**src/rtl/sp_pack_pkg.sv**
```systemverilog
package sp_pack_pkg;
  localparam int EXP_W    = 10;
  localparam int FRAC_W   = 23;
  localparam int EFIELD_W = 8;
  localparam int MANT_W   = FRAC_W + 3;
  localparam int KEEP_W   = FRAC_W + 1;
  localparam int WORD_W   = 1 + EFIELD_W + FRAC_W;
  localparam int BEXP_W   = EXP_W + 1;
  localparam int SH_W     = $clog2(MANT_W + 1);
  localparam int BIAS     = (1 << (EFIELD_W - 1)) - 1;
  localparam int EXP_SAT  = (1 << EFIELD_W) - 1;

  typedef enum logic [1:0] {
    CLS_ZERO = 2'd0,
    CLS_NUM  = 2'd1,
    CLS_INF  = 2'd2,
    CLS_NAN  = 2'd3
  } fclass_e;

  typedef enum logic [1:0] {
    RM_NEAREST = 2'd0,
    RM_ZERO    = 2'd1,
    RM_UP      = 2'd2,
    RM_DOWN    = 2'd3
  } rmode_e;

  // strobes from control to datapath
  typedef struct packed {
    logic                     selNan;
    logic                     selInf;
    logic                     selZero;
    logic                     selSub;
    logic [SH_W-1:0]          shiftAmt;
    logic signed [BEXP_W-1:0] biasedExp;
  } pack_ctrl_t;

  typedef struct packed {
    logic inexact;
    logic overflow;
    logic underflow;
  } pack_flags_t;
endpackage

```
**src/rtl/sp_round_unit.sv**
```systemverilog
module sp_round_unit
  import sp_pack_pkg::*;
(
  input  logic [KEEP_W-1:0] keepBits,
  input  logic              guardBit,
  input  logic              roundBit,
  input  logic              stickyBit,
  input  logic              signBit,
  input  logic [1:0]        roundMode,
  output logic [KEEP_W:0]   roundedMant,
  output logic              inexact,
  output logic              roundedUp
);
  rmode_e mode;

  always_comb begin
    mode    = rmode_e'(roundMode);
    inexact = guardBit | roundBit | stickyBit;
    unique case (mode)
      RM_NEAREST: roundedUp = guardBit & (roundBit | stickyBit | keepBits[0]);
      RM_ZERO:    roundedUp = 1'b0;
      RM_UP:      roundedUp = inexact & ~signBit;
      RM_DOWN:    roundedUp = inexact & signBit;
      default:    roundedUp = 1'b0;
    endcase
    roundedMant = {1'b0, keepBits} + {{KEEP_W{1'b0}}, roundedUp};
  end

  // an increment only ever follows discarded nonzero bits
  always_comb begin
    a_r3_up_needs_inexact: assert (!roundedUp || inexact);
  end
endmodule

```
**src/rtl/sp_pack_ctrl.sv**
```systemverilog
module sp_pack_ctrl
  import sp_pack_pkg::*;
(
  input  logic [1:0]       inClass,
  input  logic [EXP_W-1:0] inExp,
  output pack_ctrl_t       ctl
);
  localparam logic signed [BEXP_W-1:0] BIAS_S  = BEXP_W'(BIAS);
  localparam logic signed [BEXP_W-1:0] SH_CAP  = BEXP_W'(MANT_W);
  localparam logic signed [BEXP_W-1:0] ONE_S   = BEXP_W'(1);

  fclass_e                  cls;
  logic signed [BEXP_W-1:0] biased;
  logic signed [BEXP_W-1:0] shiftFull;
  logic                     isSub;

  always_comb begin
    cls       = fclass_e'(inClass);
    biased    = $signed({inExp[EXP_W-1], inExp}) + BIAS_S;
    shiftFull = ONE_S - biased;
    isSub     = (cls == CLS_NUM) && (biased <= 0);

    ctl.selNan    = (cls == CLS_NAN);
    ctl.selInf    = (cls == CLS_INF);
    ctl.selZero   = (cls == CLS_ZERO);
    ctl.selSub    = isSub;
    ctl.biasedExp = biased;
    if (!isSub)
      ctl.shiftAmt = '0;
    else if (shiftFull > SH_CAP)
      ctl.shiftAmt = SH_W'(MANT_W);
    else
      ctl.shiftAmt = shiftFull[SH_W-1:0];
  end

  // the subnormal shift is at least one place and never beyond the significand
  always_comb begin
    a_r5_shift_range: assert (!isSub || (ctl.shiftAmt >= 1 && ctl.shiftAmt <= SH_W'(MANT_W)));
  end
endmodule

```
**src/rtl/sp_pack_datapath.sv**
```systemverilog
module sp_pack_datapath
  import sp_pack_pkg::*;
(
  input  pack_ctrl_t        ctl,
  input  logic              inSign,
  input  logic [MANT_W-1:0] inMant,
  input  logic              inSticky,
  input  logic [1:0]        roundMode,
  input  logic              underflowTrapEn,
  output logic [WORD_W-1:0] packWord,
  output pack_flags_t       flags
);
  localparam logic signed [BEXP_W:0] EXP_SAT_S = (BEXP_W+1)'(EXP_SAT);
  localparam logic [EFIELD_W-1:0]    EXP_ONES  = '1;

  logic [MANT_W-1:0]        shiftedMant, lostMask, alignedMant;
  logic                     stickyAll;
  logic [KEEP_W:0]          roundedMant;
  logic                     rndInexact, rndUp;
  logic                     normCarry, subPromote, ovfRange, toInf;
  logic signed [BEXP_W:0]   bumpedExp;
  rmode_e                   mode;

  // denormalising shifter; ones pushed out join the sticky bit
  assign shiftedMant = inMant >> ctl.shiftAmt;
  assign lostMask    = ~({MANT_W{1'b1}} << ctl.shiftAmt);
  assign alignedMant = ctl.selSub ? shiftedMant : inMant;
  assign stickyAll   = inSticky | (ctl.selSub & (|(inMant & lostMask)));

  sp_round_unit u_round (
    .keepBits   (alignedMant[MANT_W-1:2]),
    .guardBit   (alignedMant[1]),
    .roundBit   (alignedMant[0]),
    .stickyBit  (stickyAll),
    .signBit    (inSign),
    .roundMode  (roundMode),
    .roundedMant(roundedMant),
    .inexact    (rndInexact),
    .roundedUp  (rndUp)
  );

  always_comb begin
    mode       = rmode_e'(roundMode);
    normCarry  = roundedMant[KEEP_W];
    subPromote = roundedMant[KEEP_W-1];
    bumpedExp  = $signed({ctl.biasedExp[BEXP_W-1], ctl.biasedExp})
               + $signed({{BEXP_W{1'b0}}, normCarry});
    ovfRange   = (bumpedExp >= EXP_SAT_S);
    unique case (mode)
      RM_NEAREST: toInf = 1'b1;
      RM_ZERO:    toInf = 1'b0;
      RM_UP:      toInf = ~inSign;
      RM_DOWN:    toInf = inSign;
      default:    toInf = 1'b1;
    endcase
  end

  always_comb begin
    packWord = {inSign, {(WORD_W-1){1'b0}}};
    flags    = '0;
    if (ctl.selNan) begin
      packWord = {inSign, EXP_ONES, 1'b1, inMant[FRAC_W:2]};
    end else if (ctl.selInf) begin
      packWord = {inSign, EXP_ONES, {FRAC_W{1'b0}}};
    end else if (ctl.selZero) begin
      packWord = {inSign, {(WORD_W-1){1'b0}}};
    end else if (ctl.selSub) begin
      flags.inexact = rndInexact;
      if (subPromote) begin
        packWord = {inSign, EFIELD_W'(1), {FRAC_W{1'b0}}};
      end else begin
        packWord        = {inSign, {EFIELD_W{1'b0}}, roundedMant[FRAC_W-1:0]};
        flags.underflow = rndInexact | underflowTrapEn;
      end
    end else begin
      flags.inexact = rndInexact;
      if (ovfRange) begin
        if (toInf) begin
          packWord       = {inSign, EXP_ONES, {FRAC_W{1'b0}}};
          flags.overflow = 1'b1;
        end else begin
          packWord = {inSign, EXP_ONES - EFIELD_W'(1), {FRAC_W{1'b1}}};
        end
      end else begin
        packWord = {inSign, bumpedExp[EFIELD_W-1:0], roundedMant[FRAC_W-1:0]};
      end
    end
  end

  // a normal-path carry always leaves a clean power of two behind
  always_comb begin
    a_r4_carry_clean: assert (!normCarry || (roundedMant[KEEP_W-1:0] == '0));
  end
endmodule

```
**src/rtl/sp_result_packer.sv**
```systemverilog
module sp_result_packer
  import sp_pack_pkg::*;
(
  input  logic              clk,
  input  logic              rstN,
  input  logic              inValid,
  input  logic [1:0]        inClass,
  input  logic              inSign,
  input  logic [EXP_W-1:0]  inExp,
  input  logic [MANT_W-1:0] inMant,
  input  logic              inSticky,
  input  logic [1:0]        roundMode,
  input  logic              underflowTrapEn,
  output logic              outValid,
  output logic [WORD_W-1:0] outWord,
  output logic              outInexact,
  output logic              outOverflow,
  output logic              outUnderflow
);
  pack_ctrl_t        ctl;
  logic [WORD_W-1:0] packWord;
  pack_flags_t       flags;

  sp_pack_ctrl u_ctrl (
    .inClass(inClass),
    .inExp  (inExp),
    .ctl    (ctl)
  );

  sp_pack_datapath u_dp (
    .ctl            (ctl),
    .inSign         (inSign),
    .inMant         (inMant),
    .inSticky       (inSticky),
    .roundMode      (roundMode),
    .underflowTrapEn(underflowTrapEn),
    .packWord       (packWord),
    .flags          (flags)
  );

  always_ff @(posedge clk) begin
    if (!rstN) begin
      outValid     <= 1'b0;
      outWord      <= '0;
      outInexact   <= 1'b0;
      outOverflow  <= 1'b0;
      outUnderflow <= 1'b0;
    end else begin
      outValid     <= inValid;
      outWord      <= inValid ? packWord : '0;
      outInexact   <= inValid & flags.inexact;
      outOverflow  <= inValid & flags.overflow;
      outUnderflow <= inValid & flags.underflow;
    end
  end

  a_r10_idle_flags: assert property (@(posedge clk) disable iff (!rstN)
    !outValid |-> !(outInexact || outOverflow || outUnderflow));

  a_r8_ovf_is_inf: assert property (@(posedge clk) disable iff (!rstN)
    (outValid && outOverflow) |-> (outWord[WORD_W-2:0] == {{EFIELD_W{1'b1}}, {FRAC_W{1'b0}}}));

  a_r7_unf_exp_zero: assert property (@(posedge clk) disable iff (!rstN)
    (outValid && outUnderflow) |-> (outWord[WORD_W-2:FRAC_W] == '0));

  a_r2_inf_pack: assert property (@(posedge clk) disable iff (!rstN)
    (outValid && $past(inClass) == 2'd2) |->
      (outWord[WORD_W-2:0] == {{EFIELD_W{1'b1}}, {FRAC_W{1'b0}}} && !outInexact && !outOverflow));

  a_r1_nan_quiet: assert property (@(posedge clk) disable iff (!rstN)
    (outValid && $past(inClass) == 2'd3) |-> (outWord[WORD_W-2:FRAC_W-1] == '1));
endmodule

```
**config.mk**
```make
export PLATFORM = sky130hd
export DESIGN_NAME = sp_result_packer
export DESIGN_NICKNAME = d
export VERILOG_FILES = /design/src/rtl/sp_pack_pkg.sv /design/src/rtl/sp_round_unit.sv /design/src/rtl/sp_pack_ctrl.sv /design/src/rtl/sp_pack_datapath.sv /design/src/rtl/sp_result_packer.sv
export SDC_FILE = /design/constraint.sdc
export NUM_CORES = 1
export LEC_CHECK = 0
export ABC_CLOCK_PERIOD_IN_PS = 18000
export CORE_ASPECT_RATIO = 0.5
export CORE_MARGIN = 1.5
export CORE_UTILIZATION = 35
export CTS_BUF_LIST = sky130_fd_sc_hd__clkbuf_8 sky130_fd_sc_hd__clkbuf_16
export CTS_CLUSTER_DIAMETER = 120
export CTS_CLUSTER_SIZE = 24
export DETAILED_ROUTE_END_ITERATION = 7
export DONT_BUFFER_PORTS = 1
export SKIP_LAST_GASP = 1
export SYNTH_ARGS = -nofsm -noshare
export SYNTH_HDL_FRONTEND = slang
export SYNTH_SLANG_ARGS = --single-unit
export TNS_END_PERCENT = 100
```
**constraint.sdc**
```tcl
create_clock -name clk -period 18 [get_ports clk]
set_clock_uncertainty 0.1 [all_clocks]
set_input_delay 2.7 -clock clk [delete_from_list [all_inputs] [get_ports clk]]
set_output_delay 2.7 -clock clk [all_outputs]
set_load 0.01 [all_outputs]
```
==> flow_summary.rst, run 1 <==
.. list-table::
   :header-rows: 1

   * - Metric
     - Value
   * - Aggregate routed wire length
     - 29500 um
   * - Routed len/inst
     - roughly 29 um
   * - Number of rows in the core area
     - 33
   * - Post-CTS setup repair buffer count
     - 0
   * - # nets final
     - 857
   * - Achievable Freq
     - approximately 0.08 GHz
   * - Synth Area in Compound Gates
     - 0.385
   * - Pin count of the biggest net entering global routing
     - 63
   * - Category of the most critical setup path
     - in -> reg
   * - Unrepaired setup endpoints after global routing
     - no
   * - Final Wtd Congestion
     - just over 1
   * - Final Hold Fails
     - 0
   * - Endpoint type of the worst setup path
     - register
   * - Synth Area in XOR/XNOR
     - 0.0483
   * - Part of the cycle the worst path needs
     - 0.708
   * - TritonCTS sink count
     - 36
   * - Count of distinct cell types in the synthesized netlist
     - between 90 and 100
   * - Dominant delay contributor by cell family on the critical path
     - compound AO/OA/AOI/OAI gates
   * - Initial core utilization
     - 0.356
   * - Design Area, Final
     - 0.00601 mm^2
   * - Gate count after technology mapping
     - 853
   * - Die W
     - between 150 and 200 um
   * - Final HPWL DP
     - 21900 um
   * - Count of inserted antenna diode cells
     - 0
   * - Worst endpoint required time
     - around 18 ns
   * - Clock root buffer master
     - sky130_fd_sc_hd__clkbuf_16
   * - Max capacitance violation total
     - 0
   * - Number of input and output port buffers inserted
     - 0
   * - Worst Slack Setup Final
     - 5.25 ns
   * - Overall Global Routing Usage
     - 0.343
   * - First-pass detailed-route iteration total
     - 5
   * - Grt total ovfl
     - 0
   * - I/O pin count
     - slightly above 80
   * - Clock transition at path regs
     - 0.06 ns
   * - End of the worst hold path
     - outWord[23]$_SDFF_PN0_
   * - Origin of the worst min-delay path
     - inClass[1]
   * - H-tree levels
     - 2
   * - Share of synthesized registers carrying an async set or reset
     - 0
   * - Finished Layout Cells
     - 1031
   * - Cell repeated most along the worst path
     - sky130_fd_sc_hd__ha_1
   * - PD cells
     - approximately 56 mW/mm^2
   * - Antenna viol nets, final
     - 0
   * - Seq/Total Area, Yosys
     - 0.124
   * - Number of synthesized flops with an enable pin
     - 0
   * - Synth warnings
     - 0
   * - Leakage
     - 2.06 nW
   * - Post-Synthesis Net Count
     - between 900 and 1000
   * - Largest stage delay, worst path
     - roughly 0.84 ns
   * - Number of vias in the routed layout
     - ~7300
   * - Crit path buffers/inverters
     - 4
   * - Total of endpoints with negative setup slack in the final report
     - 0
   * - Core Footprint
     - 0.0163 mm^2
   * - Hold-fix buffers at CTS
     - 0
   * - Die area
     - 0.0174 mm^2
   * - Post-synthesis instance area
     - 0.00580 mm^2
   * - Minimum clock period
     - between 10 and 15 ns
   * - CTS max path bufs
     - 2
   * - Core occupancy in the finished layout
     - 0.369
   * - Die height
     - 94.1 um
   * - Most common flop cell mapped by yosys
     - sky130_fd_sc_hd__dfxtp_1
   * - Number of instances resized during post-cts repair
     - 0
   * - Count of state elements after synthesis
     - 36
   * - Post-synthesis simple-gate area fraction
     - 0.326
   * - Number of buffers inserted during clock tree synthesis
     - 5
   * - Arrival time reported for the critical path endpoint
     - 12.87 ns
   * - Largest family of logic cells by synthesized area
     - compound AO/OA/AOI/OAI gates
   * - Relative slew slack
     - 0.137
   * - Post-Place Cells
     - roughly 1000
   * - Pins Over Slew Limit
     - 0
   * - Area post-placement
     - 0.00587 mm^2
   * - Area grow syn2layout
     - 3.64%
   * - Vias in the first global route
     - around 6600
   * - Fraction of final layout cells sized beyond drive strength 1
     - 0.0896
   * - Post-synthesis share of cell area spent on full adders, half adders and majority gates
     - 0.0172
   * - Outcome
     - completed
   * - Post-Place Worst Slack
     - between 5 and 6 ns
   * - Initial antenna violation count
     - 1
   * - DRC violations left
     - 0
   * - Wire length of the first global-routing pass
     - approximately 44000 um
   * - Hold Path Stages
     - 2
   * - Final setup TNS
     - 0 ns
   * - Slew at the pin closest to its max-slew limit
     - 1.28 ns
   * - Post-synthesis mux area share
     - 0.0330
   * - Worst hold path class
     - in -> reg
   * - Biggest fanout along the worst timing path
     - 55
   * - Worst VDD drop
     - approximately 0.034 mV
   * - Initial DRC count
     - 1142
   * - Mean instance size in the synthesized netlist
     - around 6.8 um^2
   * - Type of element launching the critical path
     - input pin
   * - CTS tree
     - yes
   * - Vias per inst
     - 7.11
   * - Slowest stage cell, crit path
     - sky130_fd_sc_hd__o22ai_2
[flip-flops by register name, indices dropped and copies added, names as in the netlist]
| register | count |
|---|---|
| outInexact | 1 |
| outWord | 32 |
| outUnderflow | 1 |
| outOverflow | 1 |
| outValid | 1 |
[cell families (layout without fill, tap and decap cells)]
group / Yosys count / count (layout)
simple gates: 367 / 367
compound gates: 306 / 306
buf+inv: 86 / 37
flops: 36 / 36
xor+xnor: 32 / 32
mux: 18 / 18
fa+ha+maj: 8 / 8
[layout by cell type, fill, tap and decap left out, drive strengths merged, types with 11 or more instances in the layout]
master and instances:
nor3 29, o22ai 12, nor4 23, or3 17, o211ai 14, mux2i 12, and2 12, dfxtp 36
o31ai 16, nand2 118, xnor2 22, a22o 17, nand4 13, inv 13, o21ai 62, nor2 71
nand3 44, and3 13, a21oi 61, buf 15, a31oi 19, a32oi 11
[layer usage]
metal  vias up  part of all wire  track usage
met5         -                 0            0
met4         0             0.038        0.118
met3       112              0.14       0.0973
met2       589              0.38        0.466
met1      3471              0.44        0.503
li1       3157                 -            -
[Yosys cell counts (5+ instances only)]
cell / count / area [um^2]
sky130_fd_sc_hd__nor3_1: 24 / 120
sky130_fd_sc_hd__buf_2: 9 / 45.0
sky130_fd_sc_hd__nand3_1: 44 / 220
sky130_fd_sc_hd__xnor2_1: 22 / 193
sky130_fd_sc_hd__ha_1: 8 / 100
sky130_fd_sc_hd__a211oi_1: 5 / 37.5
sky130_fd_sc_hd__buf_4: 6 / 45.0
sky130_fd_sc_hd__a21oi_1: 58 / 290
sky130_fd_sc_hd__o21ai_0: 54 / 270
sky130_fd_sc_hd__buf_1: 7 / 26.3
sky130_fd_sc_hd__and3_1: 13 / 81.3
sky130_fd_sc_hd__nand4_1: 12 / 75.1
sky130_fd_sc_hd__nor2_1: 69 / 259
sky130_fd_sc_hd__inv_1: 13 / 48.8
sky130_fd_sc_hd__o22ai_1: 11 / 68.8
sky130_fd_sc_hd__mux2_2: 5 / 56.3
sky130_fd_sc_hd__mux2i_1: 12 / 120
sky130_fd_sc_hd__a311oi_1: 7 / 61.3
sky130_fd_sc_hd__a32oi_1: 10 / 87.6
sky130_fd_sc_hd__nand2b_1: 6 / 37.5
sky130_fd_sc_hd__or3_1: 17 / 106
sky130_fd_sc_hd__clkbuf_1: 46 / 173
sky130_fd_sc_hd__a22oi_1: 5 / 37.5
sky130_fd_sc_hd__nor3_2: 5 / 50.1
sky130_fd_sc_hd__a32o_1: 10 / 100
sky130_fd_sc_hd__nor4_1: 19 / 119
sky130_fd_sc_hd__o31ai_1: 14 / 105
sky130_fd_sc_hd__o21ai_1: 7 / 35.0
sky130_fd_sc_hd__and2_1: 11 / 68.8
sky130_fd_sc_hd__a21o_1: 6 / 45.0
sky130_fd_sc_hd__a211o_1: 8 / 70.1
sky130_fd_sc_hd__dfxtp_1: 36 / 721
sky130_fd_sc_hd__o211ai_1: 13 / 97.6
sky130_fd_sc_hd__a22o_1: 17 / 149
sky130_fd_sc_hd__nand2_1: 117 / 439
sky130_fd_sc_hd__a31oi_1: 18 / 113
sky130_fd_sc_hd__xor2_1: 10 / 87.6
[report_power, final]
part	internal (W)	total [W]	switching (W)
combinational	0.0000495	0.000164	0.000115
sequential	0.0000833	0.0000862	0.00000295
clock	0.0000510	0.0000867	0.0000357
total	0.000184	0.000337	0.000153
[how the worst max path moves through the flow]
stage | startpoint | slack [ns] | to | cells after the start
after floorplan | inExp[0] | 7.42 | outWord[20]$_SDFF_PN0_ | 42
after global placement | inExp[0] | 5.62 | outWord[13]$_SDFF_PN0_ | 33
after detailed placement | inExp[0] | 5.45 | outWord[17]$_SDFF_PN0_ | 33
after CTS | inExp[0] | 5.70 | outWord[17]$_SDFF_PN0_ | 33
after global routing | inExp[0] | 4.60 | outWord[17]$_SDFF_PN0_ | 33
final | inExp[0] | 5.25 | outWord[17]$_SDFF_PN0_ | 33
[through the flow]
| step | power, W | hold WS [ns] |
|---|---|---|
| after global routing | 0.000353 | 2.43 |
| after detailed placement | 0.000244 | 2.71 |
| final | 0.000337 | 2.43 |
| after CTS | 0.000331 | 2.42 |
| after global placement | 0.000245 | 2.72 |
| after floorplan | 0.000205 | 2.73 |
[layout make-up]
class                           instances  area [um^2]
Fill cell                            1771        10300
Tap cell                              227          284
Inverter                               14         52.6
Clock inverter                          3         18.8
Timing Repair Buffer                   15          113
Multi-Input combinational cell        731         4700
Clock buffer                            5          125
Sequential cell                        36          721
Note: power is estimated with default switching activity, not from simulation.
==> run 2: changes to the inputs <==
- ABC_CLOCK_PERIOD_IN_PS: 18000 -> 12900
- clock period: 18 -> 12.9 ns (I/O delays scaled with it)
==> flow_summary.rst, run 2 (synthesized netlist as in run 1, its figures left out) <==
.. list-table::
   :header-rows: 1

   * - Metric
     - Value
   * - Outcome
     - completed
   * - Leakage
     - around 2.1 nW
   * - Final Hold Fails
     - 0
   * - Hold Path Stages
     - 2
   * - Relative slew slack
     - 0.158
   * - # fillers
     - 1756
   * - Arrival time reported for the critical path endpoint
     - 11.65 ns
   * - CTS tree
     - yes
   * - Grt total ovfl
     - 0
   * - Area grow syn2layout
     - 3.90%
   * - First-pass detailed-route iteration total
     - 6
   * - Clock root buffer master
     - sky130_fd_sc_hd__clkbuf_16
   * - Finished Layout Cells
     - 1033
   * - Initial core utilization
     - 0.356
   * - Initial DRC count
     - ~1100
   * - Routed len/inst
     - roughly 26 um
   * - Number of vias in the routed layout
     - just over 7000
   * - Achievable Freq
     - ~0.087 GHz
   * - Fraction of final layout cells sized beyond drive strength 1
     - 0.0918
   * - H-tree levels
     - 2
   * - Number of buffers inserted during clock tree synthesis
     - 5
   * - TritonCTS sink count
     - 36
   * - Core Footprint
     - 0.0163 mm^2
   * - Vias per inst
     - 6.94
   * - Part of the cycle the worst path needs
     - 0.893
   * - Final HPWL DP
     - roughly 20000 um
   * - Number of input and output port buffers inserted
     - 0
   * - Final setup TNS
     - 0 ns
   * - Antenna viol nets, final
     - 0
   * - Wire length of the first global-routing pass
     - 40600 um
   * - Unrepaired setup endpoints after global routing
     - no
   * - Hold-fix buffers at CTS
     - 0
   * - Pins Over Slew Limit
     - 0
   * - Aggregate routed wire length
     - approximately 27000 um
   * - Type of element launching the critical path
     - input pin
   * - Die W
     - around 190 um
   * - Number of rows in the core area
     - 33
   * - DRC violations left
     - 0
   * - Total of endpoints with negative setup slack in the final report
     - 0
   * - Most frequent cells in the layout
     - sky130_fd_sc_hd__nand2_1, sky130_fd_sc_hd__nor2_1, sky130_fd_sc_hd__a21oi_1, sky130_fd_sc_hd__o21ai_0, sky130_fd_sc_hd__nand3_1
   * - Number of instances resized during post-cts repair
     - 0
   * - PD cells
     - around 77 mW/mm^2
   * - I/O pin count
     - 82
   * - Worst hold path class
     - in -> reg
   * - Worst VDD drop
     - ~0.041 mV
   * - Pin count of the biggest net entering global routing
     - 56
   * - Initial antenna violation count
     - 0
   * - Number of flip-flops in the largest register
     - 32
   * - Clock transition at path regs
     - approximately 0.060 ns
   * - Vias in the first global route
     - 6431
   * - Slew at the pin closest to its max-slew limit
     - between 1 and 1.5 ns
   * - Overall Global Routing Usage
     - 0.310
   * - Endpoint type of the worst setup path
     - register
   * - Count of inserted antenna diode cells
     - 0
   * - Final Wtd Congestion
     - 1.01
   * - Minimum clock period
     - roughly 12 ns
   * - Die height
     - around 94 um
   * - CTS max path bufs
     - 2
   * - Max capacitance violation total
     - 0
   * - Die area
     - around 0.017 mm^2
   * - Slowest stage cell, crit path
     - sky130_fd_sc_hd__o22ai_2
   * - # nets final
     - 859
   * - Post-Place Cells
     - about 1000
   * - Register name with the most flops
     - outWord
   * - Most common cell after layout, fill and taps aside
     - sky130_fd_sc_hd__nand2_1
   * - Post-CTS setup repair buffer count
     - 0
   * - Biggest fanout along the worst timing path
     - between 50 and 60
   * - Worst endpoint required time
     - 13.03 ns
   * - Largest stage delay, worst path
     - 0.79 ns
   * - Cell repeated most along the worst path
     - sky130_fd_sc_hd__ha_1
   * - Category of the most critical setup path
     - in -> reg
==> run 2: cell types whose count changed in the layout (fill, tap and decap cells not counted), sizes merged <==
cell / previous run / this run
buf: 15 / 17
==> run 2: final cells by class <==
type                       count  area, um^2  area share
tap                          227         284      0.0471
multi-input combinational    731        4700       0.780
clock inverter                 3        18.8     0.00311
inverter                      14        52.6     0.00872
timing repair buffer          17         128      0.0212
sequential                    36         721       0.120
clock buffer                   5         125      0.0208
==> run 2: metal layers <==
| layer | GRT usage | routed length, um |
|---|---|---|
| met5 | 0 | 0 |
| met4 | 0.129 | 988 |
| met3 | 0.107 | 3760 |
| met2 | 0.430 | 10900 |
| met1 | 0.430 | 11800 |
==> run 2: report_power, final <==
group / switching, W / leakage, nW / total (W) / internal, W
sequential: 0.00000413 / 0.294 / 0.000120 / 0.000116
combinational: 0.000153 / 1.70 / 0.000223 / 0.0000694
clock: 0.0000491 / 0.0736 / 0.000120 / 0.0000711
total: 0.000207 / 2.07 / 0.000463 / 0.000257
==> run 2: worst paths after layout <==
path	from	end	slack, ns
min	inClass[1]	outWord[23]$_SDFF_PN0_	1.66
max	inExp[0]	outWord[20]$_SDFF_PN0_	1.38
==> run 2: worst max-delay path, delay by kind of cell <==
family / cells / cell delay (ns)
AO/OA/AOI/OAI: 13 / 3.41
XOR/XNOR: 1 / 0.36
multiplexers: 1 / 0.32
buffers and inverters: 2 / 0.61
adder cells (fa/ha/maj): 5 / 1.47
AND/OR/NAND/NOR: 14 / 3.52
==> run 2: stage by stage <==
stage               power (W)   util  hold slack, ns  setup WS [ns]  cell area, um^2
finish               0.000463  0.370            1.66           1.38             6030
global placement     0.000335  0.361            1.95           1.76             5890
detailed placement   0.000335  0.361            1.95           1.52             5890
floorplan            0.000286      -            1.96           3.09             5800
global route         0.000483  0.370            1.66          0.774             6030
CTS                  0.000455  0.370            1.66           1.81             6030
